--- config.mk ---
export PLATFORM = sky130hd
export DESIGN_NAME = smb_host_regs
export DESIGN_NICKNAME = d
export VERILOG_FILES = /design/src/rtl/smbh_pkg.sv /design/src/rtl/smbh_seq.sv /design/src/rtl/smbh_status.sv /design/src/rtl/smbh_regfile.sv /design/src/rtl/smb_host_regs.sv
export SDC_FILE = /design/constraint.sdc
export NUM_CORES = 1
export LEC_CHECK = 0
export CORE_ASPECT_RATIO = 0.8
export CORE_MARGIN = 2
export CORE_UTILIZATION = 45
export DETAILED_ROUTE_END_ITERATION = 8
export GPL_ROUTABILITY_DRIVEN = 0
export PLACE_DENSITY = 0.81
export SKIP_CTS_REPAIR_TIMING = 1
export SYNTH_ARGS = -nofsm -noshare
export SYNTH_HDL_FRONTEND = slang
export SYNTH_SLANG_ARGS = --single-unit
--- constraint.sdc ---
create_clock -name clk -period 2.3 [get_ports clk]
set_input_delay 0.575 -clock clk [delete_from_list [all_inputs] [get_ports clk]]
set_output_delay 0.575 -clock clk [all_outputs]
set_load 0.1 [all_outputs]
--- src/rtl/smbh_pkg.sv ---
package smbh_pkg;

    typedef enum logic [1:0] {
        S_IDLE  = 2'd0,
        S_ISSUE = 2'd1,
        S_WAIT  = 2'd2,
        S_ABORT = 2'd3
    } seq_state_t;

    // register offsets (software decodes these)
    localparam int OFS_STAT = 0;
    localparam int OFS_CTRL = 2;
    localparam int OFS_CMD  = 3;
    localparam int OFS_ADDR = 4;
    localparam int OFS_D0   = 5;
    localparam int OFS_D1   = 6;

    // status bit positions
    localparam int B_BYTE  = 7;
    localparam int B_INUSE = 6;
    localparam int B_ALERT = 5;
    localparam int B_FAIL  = 4;
    localparam int B_BUS   = 3;
    localparam int B_DEV   = 2;
    localparam int B_INTR  = 1;

    // control bit positions
    localparam int C_PEC   = 7;
    localparam int C_START = 6;
    localparam int C_KILL  = 1;
    localparam int KIND_LO = 2;
    localparam int KIND_W  = 3;

    localparam logic [KIND_W-1:0] K_BYTE  = 3'd1;
    localparam logic [KIND_W-1:0] K_BDATA = 3'd2;
    localparam logic [KIND_W-1:0] K_WORD  = 3'd3;

endpackage

--- src/rtl/smbh_seq.sv ---
module smbh_seq
    import smbh_pkg::*;
(
    input  logic clk,
    input  logic rst_n,
    input  logic start_req,
    input  logic kill_req,
    input  logic eng_done,
    input  logic eng_err_dev,
    input  logic eng_err_bus,
    output logic busy,
    output logic eng_req,
    output logic eng_abort,
    output logic ev_ok,
    output logic ev_dev,
    output logic ev_bus,
    output logic ev_fail
);

    seq_state_t state_q, state_d;
    logic       finish;

    always_ff @(posedge clk) begin
        if (!rst_n) state_q <= S_IDLE;
        else        state_q <= state_d;
    end

    always_comb begin
        state_d = state_q;
        unique case (state_q)
            S_IDLE:  if (start_req) state_d = S_ISSUE;
            S_ISSUE: state_d = kill_req ? S_ABORT : S_WAIT;
            S_WAIT: begin
                if (kill_req)      state_d = S_ABORT;
                else if (eng_done) state_d = S_IDLE;
            end
            S_ABORT: state_d = S_IDLE;
            default: state_d = S_IDLE;
        endcase
    end

    always_comb begin
        busy      = (state_q != S_IDLE);
        eng_req   = (state_q == S_ISSUE);
        eng_abort = (state_q == S_ABORT);
        finish    = (state_q == S_WAIT) && !kill_req && eng_done;
        ev_dev    = finish && eng_err_dev;
        ev_bus    = finish && eng_err_bus;
        ev_ok     = finish && !eng_err_dev && !eng_err_bus;
        ev_fail   = (state_q == S_ABORT);
    end

    p_req_single_r2: assert property (@(posedge clk) disable iff (!rst_n)
        eng_req |=> !eng_req);
    p_start_launch_r2: assert property (@(posedge clk) disable iff (!rst_n)
        (!busy && start_req) |=> eng_req);
    p_abort_idle_r7: assert property (@(posedge clk) disable iff (!rst_n)
        eng_abort |=> !busy);
    p_no_relaunch_r9: assert property (@(posedge clk) disable iff (!rst_n)
        busy |=> !eng_req);
    p_events_excl_r5: assert property (@(posedge clk) disable iff (!rst_n)
        $onehot0({ev_ok, ev_fail, ev_dev | ev_bus}));

endmodule

--- src/rtl/smbh_status.sv ---
module smbh_status
    import smbh_pkg::*;
#(
    parameter int DATA_W = 8
) (
    input  logic              clk,
    input  logic              rst_n,
    input  logic              busy,
    input  logic              wr_en,
    input  logic [DATA_W-1:1] wmask,
    input  logic              rd_en,
    input  logic              ev_ok,
    input  logic              ev_dev,
    input  logic              ev_bus,
    input  logic              ev_fail,
    input  logic              byte_evt,
    input  logic              alert_evt,
    output logic [DATA_W-1:0] stat,
    output logic              irq
);

    logic [DATA_W-1:1] flags_q, flags_d, set_v, clr_v;

    always_comb begin
        set_v          = '0;
        set_v[B_BYTE]  = byte_evt;
        set_v[B_INUSE] = rd_en && !flags_q[B_INUSE];
        set_v[B_ALERT] = alert_evt;
        set_v[B_FAIL]  = ev_fail;
        set_v[B_BUS]   = ev_bus;
        set_v[B_DEV]   = ev_dev;
        set_v[B_INTR]  = ev_ok;
        clr_v          = wr_en ? wmask : '0;
        flags_d        = (flags_q & ~clr_v) | set_v;
    end

    always_ff @(posedge clk) begin
        if (!rst_n) flags_q <= '0;
        else        flags_q <= flags_d;
    end

    assign stat = {flags_q, busy};
    assign irq  = |flags_q[B_FAIL:B_INTR];

    p_w1c_r8: assert property (@(posedge clk) disable iff (!rst_n)
        (wr_en && wmask[B_INTR] && !ev_ok) |=> !flags_q[B_INTR]);
    p_zero_keeps_r8: assert property (@(posedge clk) disable iff (!rst_n)
        (wr_en && !wmask[B_FAIL] && flags_q[B_FAIL]) |=> flags_q[B_FAIL]);
    p_inuse_r10: assert property (@(posedge clk) disable iff (!rst_n)
        (rd_en && !wr_en && !flags_q[B_INUSE]) |=> flags_q[B_INUSE]);
    p_fail_r7: assert property (@(posedge clk) disable iff (!rst_n)
        ev_fail |=> flags_q[B_FAIL]);

endmodule

--- src/rtl/smbh_regfile.sv ---
module smbh_regfile
    import smbh_pkg::*;
#(
    parameter int ADDR_W = 4,
    parameter int DATA_W = 8
) (
    input  logic              clk,
    input  logic              rst_n,
    input  logic              reg_wr,
    input  logic              reg_rd,
    input  logic [ADDR_W-1:0] reg_addr,
    input  logic [DATA_W-1:0] reg_wdata,
    input  logic              busy,
    input  logic              load_res,
    input  logic [DATA_W-1:0] res0,
    input  logic [DATA_W-1:0] res1,
    input  logic [DATA_W-1:0] stat,
    output logic [DATA_W-1:0] rdata,
    output logic              wr_stat,
    output logic              rd_stat,
    output logic              start_req,
    output logic              kill_req,
    output logic [KIND_W-1:0] kind,
    output logic              pec,
    output logic [DATA_W-1:0] cmd,
    output logic [DATA_W-1:0] addr,
    output logic [DATA_W-1:0] d0,
    output logic [DATA_W-1:0] d1
);

    logic wr_ctrl, kill_q;
    logic [ADDR_W-1:0] a_stat, a_ctrl, a_cmd, a_addr, a_d0, a_d1;

    assign a_stat = ADDR_W'(OFS_STAT);
    assign a_ctrl = ADDR_W'(OFS_CTRL);
    assign a_cmd  = ADDR_W'(OFS_CMD);
    assign a_addr = ADDR_W'(OFS_ADDR);
    assign a_d0   = ADDR_W'(OFS_D0);
    assign a_d1   = ADDR_W'(OFS_D1);

    assign wr_stat   = reg_wr && (reg_addr == a_stat);
    assign rd_stat   = reg_rd && (reg_addr == a_stat);
    assign wr_ctrl   = reg_wr && (reg_addr == a_ctrl);
    assign start_req = wr_ctrl && reg_wdata[C_START] && !reg_wdata[C_KILL];
    assign kill_req  = wr_ctrl && reg_wdata[C_KILL];

    always_ff @(posedge clk) begin
        if (!rst_n) begin
            kind   <= '0;
            pec    <= 1'b0;
            kill_q <= 1'b0;
        end else if (wr_ctrl) begin
            kill_q <= reg_wdata[C_KILL];
            if (!busy) begin
                kind <= reg_wdata[KIND_LO +: KIND_W];
                pec  <= reg_wdata[C_PEC];
            end
        end
    end

    always_ff @(posedge clk) begin
        if (!rst_n) begin
            cmd  <= '0;
            addr <= '0;
        end else if (reg_wr && !busy) begin
            if (reg_addr == a_cmd)  cmd  <= reg_wdata;
            if (reg_addr == a_addr) addr <= reg_wdata;
        end
    end

    always_ff @(posedge clk) begin
        if (!rst_n) begin
            d0 <= '0;
            d1 <= '0;
        end else if (load_res && addr[0]) begin
            if (kind == K_BYTE || kind == K_BDATA || kind == K_WORD) d0 <= res0;
            if (kind == K_WORD) d1 <= res1;
        end else if (reg_wr && !busy) begin
            if (reg_addr == a_d0) d0 <= reg_wdata;
            if (reg_addr == a_d1) d1 <= reg_wdata;
        end
    end

    always_comb begin
        rdata = '0;
        if (reg_addr == a_stat) rdata = stat;
        if (reg_addr == a_ctrl) begin
            rdata[C_PEC]             = pec;
            rdata[KIND_LO +: KIND_W] = kind;
            rdata[C_KILL]            = kill_q;
        end
        if (reg_addr == a_cmd)  rdata = cmd;
        if (reg_addr == a_addr) rdata = addr;
        if (reg_addr == a_d0)   rdata = d0;
        if (reg_addr == a_d1)   rdata = d1;
    end

    p_hold_cmd_r9: assert property (@(posedge clk) disable iff (!rst_n)
        (busy && reg_wr && reg_addr == a_cmd) |=> $stable(cmd));
    p_hold_addr_r9: assert property (@(posedge clk) disable iff (!rst_n)
        (busy && reg_wr && reg_addr == a_addr) |=> $stable(addr));

endmodule

--- src/rtl/smb_host_regs.sv ---
module smb_host_regs
    import smbh_pkg::*;
#(
    parameter int ADDR_W = 4,
    parameter int DATA_W = 8
) (
    input  logic              clk,
    input  logic              rst_n,
    input  logic              reg_wr,
    input  logic              reg_rd,
    input  logic [ADDR_W-1:0] reg_addr,
    input  logic [DATA_W-1:0] reg_wdata,
    output logic [DATA_W-1:0] reg_rdata,
    output logic              eng_req,
    output logic              eng_abort,
    output logic [2:0]        eng_kind,
    output logic              eng_pec,
    output logic [DATA_W-1:0] eng_addr,
    output logic [DATA_W-1:0] eng_cmd,
    output logic [DATA_W-1:0] eng_d0,
    output logic [DATA_W-1:0] eng_d1,
    input  logic              eng_done,
    input  logic              eng_err_dev,
    input  logic              eng_err_bus,
    input  logic [DATA_W-1:0] eng_res0,
    input  logic [DATA_W-1:0] eng_res1,
    input  logic              eng_byte_done,
    input  logic              alert_evt,
    output logic              irq
);

    logic busy, wr_stat, rd_stat, start_req, kill_req;
    logic ev_ok, ev_dev, ev_bus, ev_fail;
    logic [DATA_W-1:0] stat;

    smbh_seq u_seq (
        .clk(clk), .rst_n(rst_n),
        .start_req(start_req), .kill_req(kill_req),
        .eng_done(eng_done), .eng_err_dev(eng_err_dev), .eng_err_bus(eng_err_bus),
        .busy(busy), .eng_req(eng_req), .eng_abort(eng_abort),
        .ev_ok(ev_ok), .ev_dev(ev_dev), .ev_bus(ev_bus), .ev_fail(ev_fail)
    );

    smbh_status #(.DATA_W(DATA_W)) u_status (
        .clk(clk), .rst_n(rst_n), .busy(busy),
        .wr_en(wr_stat), .wmask(reg_wdata[DATA_W-1:1]), .rd_en(rd_stat),
        .ev_ok(ev_ok), .ev_dev(ev_dev), .ev_bus(ev_bus), .ev_fail(ev_fail),
        .byte_evt(eng_byte_done), .alert_evt(alert_evt),
        .stat(stat), .irq(irq)
    );

    smbh_regfile #(.ADDR_W(ADDR_W), .DATA_W(DATA_W)) u_regs (
        .clk(clk), .rst_n(rst_n),
        .reg_wr(reg_wr), .reg_rd(reg_rd), .reg_addr(reg_addr), .reg_wdata(reg_wdata),
        .busy(busy), .load_res(ev_ok), .res0(eng_res0), .res1(eng_res1),
        .stat(stat), .rdata(reg_rdata),
        .wr_stat(wr_stat), .rd_stat(rd_stat),
        .start_req(start_req), .kill_req(kill_req),
        .kind(eng_kind), .pec(eng_pec),
        .cmd(eng_cmd), .addr(eng_addr), .d0(eng_d0), .d1(eng_d1)
    );

    p_done_idle_r4: assert property (@(posedge clk) disable iff (!rst_n)
        ev_ok |=> (!stat[0] && stat[B_INTR]));
    p_kill_abort_r7: assert property (@(posedge clk) disable iff (!rst_n)
        (kill_req && busy && !eng_abort) |=> eng_abort);

endmodule

==> results of run 1 <==
metrics by stage:
stage	total power, W	utilization [%]	cells
6_report	0.00185	77.7	452
5_1_grt	0.00191	77.7	452
3_3_place_gp	0.00121	71.5	440
4_1_cts	0.00181	73.8	448
3_5_place_dp	0.00121	71.5	440
2_1_floorplan	0.00105	-	275
where the power goes:
group	total, W	internal [W]	switching, W
logic	0.000410	0.000170	0.000240
clock network	0.000618	0.000323	0.000295
registers	0.000825	0.000811	0.0000140
total	0.00185	0.00130	0.000548
synthesized netlist by cell type (all sizes together):
cell type  number
dfxtp          46
nand2          40
nor2           36
mux2i          21
nor3           19
a311oi         17
a21oi          14
clkbuf          9
nand3           8
buf             7
nor2b           7
a22oi           6
mux2            5
o21ai           5
or2             4
and3            3
inv             3
o21a            3
o221ai          3
a211oi          2
a221oi          2
a222oi          2
and2            2
nand2b          2
nand4           2
nor4            2
a2bb2oi         1
a31oi           1
a41o            1
or3             1
or4             1
worst min-delay path: cells and delay by family, from the launching register on:
kind | cells | cell delay (ns)
AOI/OAI and AO/OA | 1 | 0.06
DFF | 1 | 0.32
and+or+nand+nor | 1 | 0.06
state kept, by name, summed over array words and instances (netlist names):
register / count
u_status.flags_q: 7
u_regs.d0: 8
u_regs.cmd: 8
u_regs.kill_q: 1
u_seq.state_q: 2
u_regs.kind: 3
u_regs.addr: 8
u_regs.d1: 8
u_regs.pec: 1
cell families after synthesis:
logic type | after synthesis | share of synthesized area, %
AO/OA/AOI/OAI | 57 | 18.3
flip-flops | 46 | 39.6
AND/OR/NAND/NOR | 127 | 26.5
multiplexers | 26 | 11.5
buffers and inverters | 19 | 4.14
cell type report:
class / count / area (um2) / share of cell area [%]
multi-input cells: 210 / 1500 / 38.6
repair buffers: 123 / 1230 / 31.7
flip-flops and latches: 46 / 953 / 24.5
well taps: 62 / 77.6 / 1.99
clock buffers: 5 / 68.8 / 1.77
clock inverters: 3 / 45.0 / 1.16
inverters: 3 / 11.3 / 0.290
final timing paths:
| path | to | slack (ns) | depth (start not counted) |
|---|---|---|---|
| worst max-delay path | reg_rdata[5] | -0.08 | 7 |
| worst min-delay path | u_regs.kill_q$_SDFFE_PN0N_ | 0.49 | 2 |
| worst max register to register | u_regs.d1[2]$_SDFFE_PN0P_ | 0.31 | 6 |
| worst min register to register | u_regs.kill_q$_SDFFE_PN0N_ | 0.49 | 2 |
per-layer routing:
layer	part of all wire [%]	global-route usage, %
met1	42	34.3
met2	48	49.0
met3	7.6	5.31
met4	2.1	5.95
met5	0	0
==> out/qor.csv, run 1 <==
stage,metric,value,unit
worst_setup_path,Top delay family on crit path,compound AO/OA/AOI/OAI gates,
worst_setup_path,startpoint class of the critical path,primary input,
placed_design,Final HPWL DP,5.95,mm
synth,syn_area_per_cell,8.46,um2
synth,Mapped Area,2330,um2
worst_setup_path,Crit-path slowest cell,a222oi_1,
synth,yosys warns,0,
global_routing,GR Util All Layers,27.1,%
clock_network,H-tree depth,2,
floorplan,I/O pins,84,
worst_setup_path,Crit Path Class,primary input to primary output,
sta,post-layout worst setup margin,-0.0808,ns
floorplan,die span in x,84.4,um
clock_network,CTS max path bufs,2,
floorplan,DIE HEIGHT,68.3,um
power_and_ir_drop,static leakage,1.65,nW
sta,Worst Hold Slack,0.489,ns
worst_setup_path,crit path from,reg_addr[2],
clock_network,CTS root buf,clkbuf_8,
worst_setup_path,"slowest stage delay, CP",0.33,ns
worst_setup_path,CP arrival,1.81,ns
worst_setup_path,worst r2r src,u_seq.state_q[1]$_SDFFE_PN0P_,
clock_network,Num Clock Sinks,46,
power_and_ir_drop,power density over cell area,476,nW/um2
worst_setup_path,critical path data required time,1.73,ns
synth,Mapped Cells,275,
placed_design,DP Worst Slack,-0.549,ns
sta,fin crit share,104,%
drt,Routed WL,8.59,mm
placed_design,Area after DPL,3580,um2
worst_setup_path,CP Cell Sequence,"clkbuf_2, nor2b_1, a222oi_1, nor2_1, a21oi_2, o21ai_4, buf_12",
synth,Syn Nets,312,
drt,drc violations,0,
synth,sequential fraction of the synthesis area,39.6,%
floorplan,num rows,23,
worst_setup_path,crit path buf inv count,2,
status,status,finished with violations,
finish,# diodes,0,
clock_network,clock slew seen by the registers of the worst setup and hold paths,0.09,ns
global_routing,initial antenna violation count,0,
global_routing,global route overflow,0,
drt,Post-DRT Antenna Nets,0,
synth,"Distinct cells, synth",39,
sta,clock period minus final worst setup slack,2.38,ns
power_and_ir_drop,Peak VDD IR,0.000391,V
sta,unrepaired setup endpoints after global routing,true,
floorplan,CORE AREA,5010,um2
global_routing,largest net degree at the start of global routing,28,
clock_network,CTS tree,done,
sta,Rel. slew slack,76.7,%
clock_network,worst skew pair latency,0.31,ns
sta,Hold Fails Final Rpt,0,
sta,Slew @ Worst Pin,0.349,ns
drt,Iter 0 DRT Violations,263,
synth,post-synth top area share,39.6,%
synth,Synth Register Bits,46,
floorplan,Die ar.,5770,um2
finish,most frequent cells in the layout,"buf_4 (69), nand2_1 (39), nor2_1 (33)",
sta,clock skew,0.00351,ns
finish,Area growth syn-to-layout,67.1,%
flow_run,Max Cap Viol,0,
finish,final net count,426,
floorplan,Initial Util,46.5,%
global_routing,vias in the first global route,2414,
drt,via/cell ratio,5.93,
status,failing checks,setup timing,
synth,Area contributors post-synth,"dfxtp_1 (40%), mux2i_1 (9.0%), nand2_1 (6.5%), a311oi_1 (6.4%), nor2_1 (5.6%)",
finish,layout cells sized above 1,42.8,%
sta,fmax,420,MHz
global_routing,first-pass GRT wire length,12.3,mm
drt,vias post-DR,2681,
worst_setup_path,Crit Path Max Fanout,8,
worst_setup_path,Worst setup EP type,primary output,
placed_design,PortBufs,83,
drt,wire length per cell,19.0,um
sta,setup violators final,8,
finish,post-route cell area,3890,um2
finish,fillers,336,
min_path,hold wc startpoint,u_regs.kill_q$_SDFFE_PN0N_,
finish,"most common cell after layout, fill and taps aside",buf_4,
drt,DRT Pass-1 Iters,5,
clock_network,cts bufs inserted,5,
sta,Final Max Tran Viols,0,
min_path,worst hold path type,flip-flop to flip-flop,
synth,most area-hungry cell type in the Yosys netlist,dfxtp_1,
sta,Post-Route Setup TNS,-0.457,ns
No activity file was read; power rests on OpenSTA's default activity.
==> inputs of run 2 (changes only) <==
--- a/config.mk
+++ b/config.mk
@@ -11,6 +11,7 @@
 export DETAILED_ROUTE_END_ITERATION = 8
 export GPL_ROUTABILITY_DRIVEN = 0
 export PLACE_DENSITY = 0.81
+export REMOVE_ABC_BUFFERS = 1
 export SKIP_CTS_REPAIR_TIMING = 1
 export SYNTH_ARGS = -nofsm -noshare
 export SYNTH_HDL_FRONTEND = slang
==> run 2 against run 1 <==
  * The flow still finishes with violations (setup timing)
  * Combinational power shrank 4.9%
  * Non-clock buffer count rose by 9
  * Clock skew up 0.00093 ns
  * Sequential share of layout area up 0.17 points
  * Critical path type unchanged
==> out/qor.csv, run 2 (synthesis results as in run 1) <==
stage,metric,value,unit,change
floorplan,Initial Util,46.5,%,unchanged
finish,# diodes,0,,unchanged
clock_network,CTS tree,done,,unchanged
global_routing,GR Util All Layers,28.1,%,was 27.1%
min_path,worst hold path type,flip-flop to flip-flop,,unchanged
finish,layout cells sized above 1,32.9,%,was 42.8%
clock_network,CTS max path bufs,2,,unchanged
worst_setup_path,Worst setup EP type,primary output,,unchanged
clock_network,clock slew seen by the registers of the worst setup and hold paths,0.08,ns,was 0.09 ns
floorplan,DIE HEIGHT,68.3,um,unchanged
placed_design,Final HPWL DP,6.06,mm,was 5.95 mm
clock_network,Num Clock Sinks,46,,unchanged
status,failing checks,setup timing,,unchanged
placed_design,dpl cells,452,,was 440
drt,Iter 0 DRT Violations,206,,was 263
power_and_ir_drop,static leakage,1.63,nW,was 1.65 nW
sta,Rel. slew slack,77.1,%,was 76.7%
status,status,finished with violations,,unchanged
worst_setup_path,critical path data required time,1.73,ns,about the same
floorplan,I/O pins,84,,unchanged
floorplan,die span in x,84.4,um,unchanged
drt,Routed WL,8.11,mm,was 8.59 mm
finish,final std cells w/o fill,460,,was 452
sta,fmax,402,MHz,was 420 MHz
finish,post-route cell area,3730,um2,was 3890 um2
sta,setup violators final,8,,unchanged
placed_design,PortBufs,83,,unchanged
sta,clock skew,0.00443,ns,was 0.00351 ns
global_routing,largest net degree at the start of global routing,30,,was 28
placed_design,Area after DPL,3570,um2,was 3580 um2
clock_network,H-tree depth,2,,unchanged
sta,clock period minus final worst setup slack,2.49,ns,was 2.38 ns
drt,Post-DRT Antenna Nets,0,,unchanged
power_and_ir_drop,power density over cell area,453,nW/um2,was 476 nW/um2
sta,fin crit share,108,%,was 104%
finish,"most common cell after layout, fill and taps aside",buf_4,,unchanged
clock_network,worst skew pair latency,0.31,ns,about the same
sta,post-layout worst setup margin,-0.186,ns,was -0.0808 ns
power_and_ir_drop,Comb power frac,23.1,%,was 22.1%
sta,Hold Fails Final Rpt,0,,unchanged
sta,Post-Route Setup TNS,-1.29,ns,was -0.457 ns
power_and_ir_drop,sequential power share,48.7,%,was 44.5%
worst_setup_path,Crit Path Class,primary input to primary output,,unchanged
floorplan,Die ar.,5770,um2,unchanged
placed_design,DP Worst Slack,-0.592,ns,was -0.549 ns
worst_setup_path,CP arrival,1.91,ns,was 1.81 ns
global_routing,initial antenna violation count,0,,unchanged
finish,Area growth syn-to-layout,60.3,%,was 67.1%
power_and_ir_drop,Power Internal,0.00118,W,was 0.00130 W
power_and_ir_drop,switching share of power,30.1,%,was 29.6%
global_routing,global route overflow,0,,unchanged
drt,via/cell ratio,5.82,,was 5.93
power_and_ir_drop,Psw,0.000508,W,was 0.000548 W
worst_setup_path,Crit Path Max Fanout,5,,was 8
clock_network,cts bufs inserted,5,,unchanged
finish,most frequent cells in the layout,"buf_4 (78), dfxtp_1 (46), nand2_1 (40)",,"was buf_4 (69), nand2_1 (39), nor2_1 (33)"
sta,Final Max Tran Viols,0,,unchanged
finish,final net count,435,,was 426
drt,DRT Pass-1 Iters,5,,unchanged
power_and_ir_drop,Clk network pwr share,28.2,%,was 33.4%
drt,drc violations,0,,unchanged
worst_setup_path,startpoint class of the critical path,primary input,,unchanged
clock_network,CTS root buf,clkbuf_8,,unchanged
drt,vias post-DR,2676,,was 2681
floorplan,CORE AREA,5010,um2,unchanged
power_and_ir_drop,Peak VDD IR,0.000365,V,was 0.000391 V
flow_run,Max Cap Viol,0,,unchanged
global_routing,vias in the first global route,2496,,was 2414
floorplan,num rows,23,,unchanged
global_routing,first-pass GRT wire length,12.5,mm,was 12.3 mm
sta,Slew @ Worst Pin,0.343,ns,was 0.349 ns
drt,wire length per cell,17.6,um,was 19.0 um
sta,unrepaired setup endpoints after global routing,true,,unchanged
## run 2: power by group through the flow
stage	Clock [W]	Sequential [W]	Combinational (W)
after floorplan	0	0.000913	0.000106
after global placement	0	0.000841	0.000365
after detailed placement	0	0.000841	0.000370
after CTS	0.000481	0.000822	0.000372
after global routing	0.000517	0.000824	0.000410
final	0.000476	0.000823	0.000390
## run 2: layer usage
layer	global-route usage [%]	share of wire, %
met5	0	0
met4	6.94	2.4
met3	7.96	10
met2	45.9	45
met1	37.2	42
## run 2: metrics by stage
stage	total power (W)	hold WS (ns)	util (%)
floorplan	0.00102	0.447	-
global placement	0.00121	0.469	71.3
detailed placement	0.00121	0.480	71.3
CTS	0.00167	0.492	72.8
global route	0.00175	0.527	74.5
finish	0.00169	0.499	74.5
## run 2: worst max-delay path, cell delays in order
cell      delay, ns
buf_6          0.09
buf_6          0.11
buf_12         0.13
buf_12         0.12
mux2_2         0.27
a22oi_2        0.12
o221ai_1       0.15
o21a_1         0.16
buf_12         0.17
## run 2: final timing paths
path,endpoint,slack (ns),cells after the start,startpoint
setup / recovery,reg_rdata[1],-0.19,9,reg_addr[0]
hold reg to reg,u_regs.kill_q$_SDFFE_PN0N_,0.50,2,u_regs.kill_q$_SDFFE_PN0N_
hold / removal,u_regs.kill_q$_SDFFE_PN0N_,0.50,2,u_regs.kill_q$_SDFFE_PN0N_
setup reg to reg,u_regs.d1[6]$_SDFFE_PN0P_,0.33,6,u_seq.state_q[1]$_SDFFE_PN0P_
## run 2: area by class of cell
class	count	area, um2
Multi-Input combinational cell	210	1370
Clock buffer	7	76.3
Timing Repair Buffer	132	1270
Sequential cell	46	921
Fill cell	361	1280
Tap cell	62	77.6
Inverter	3	11.3
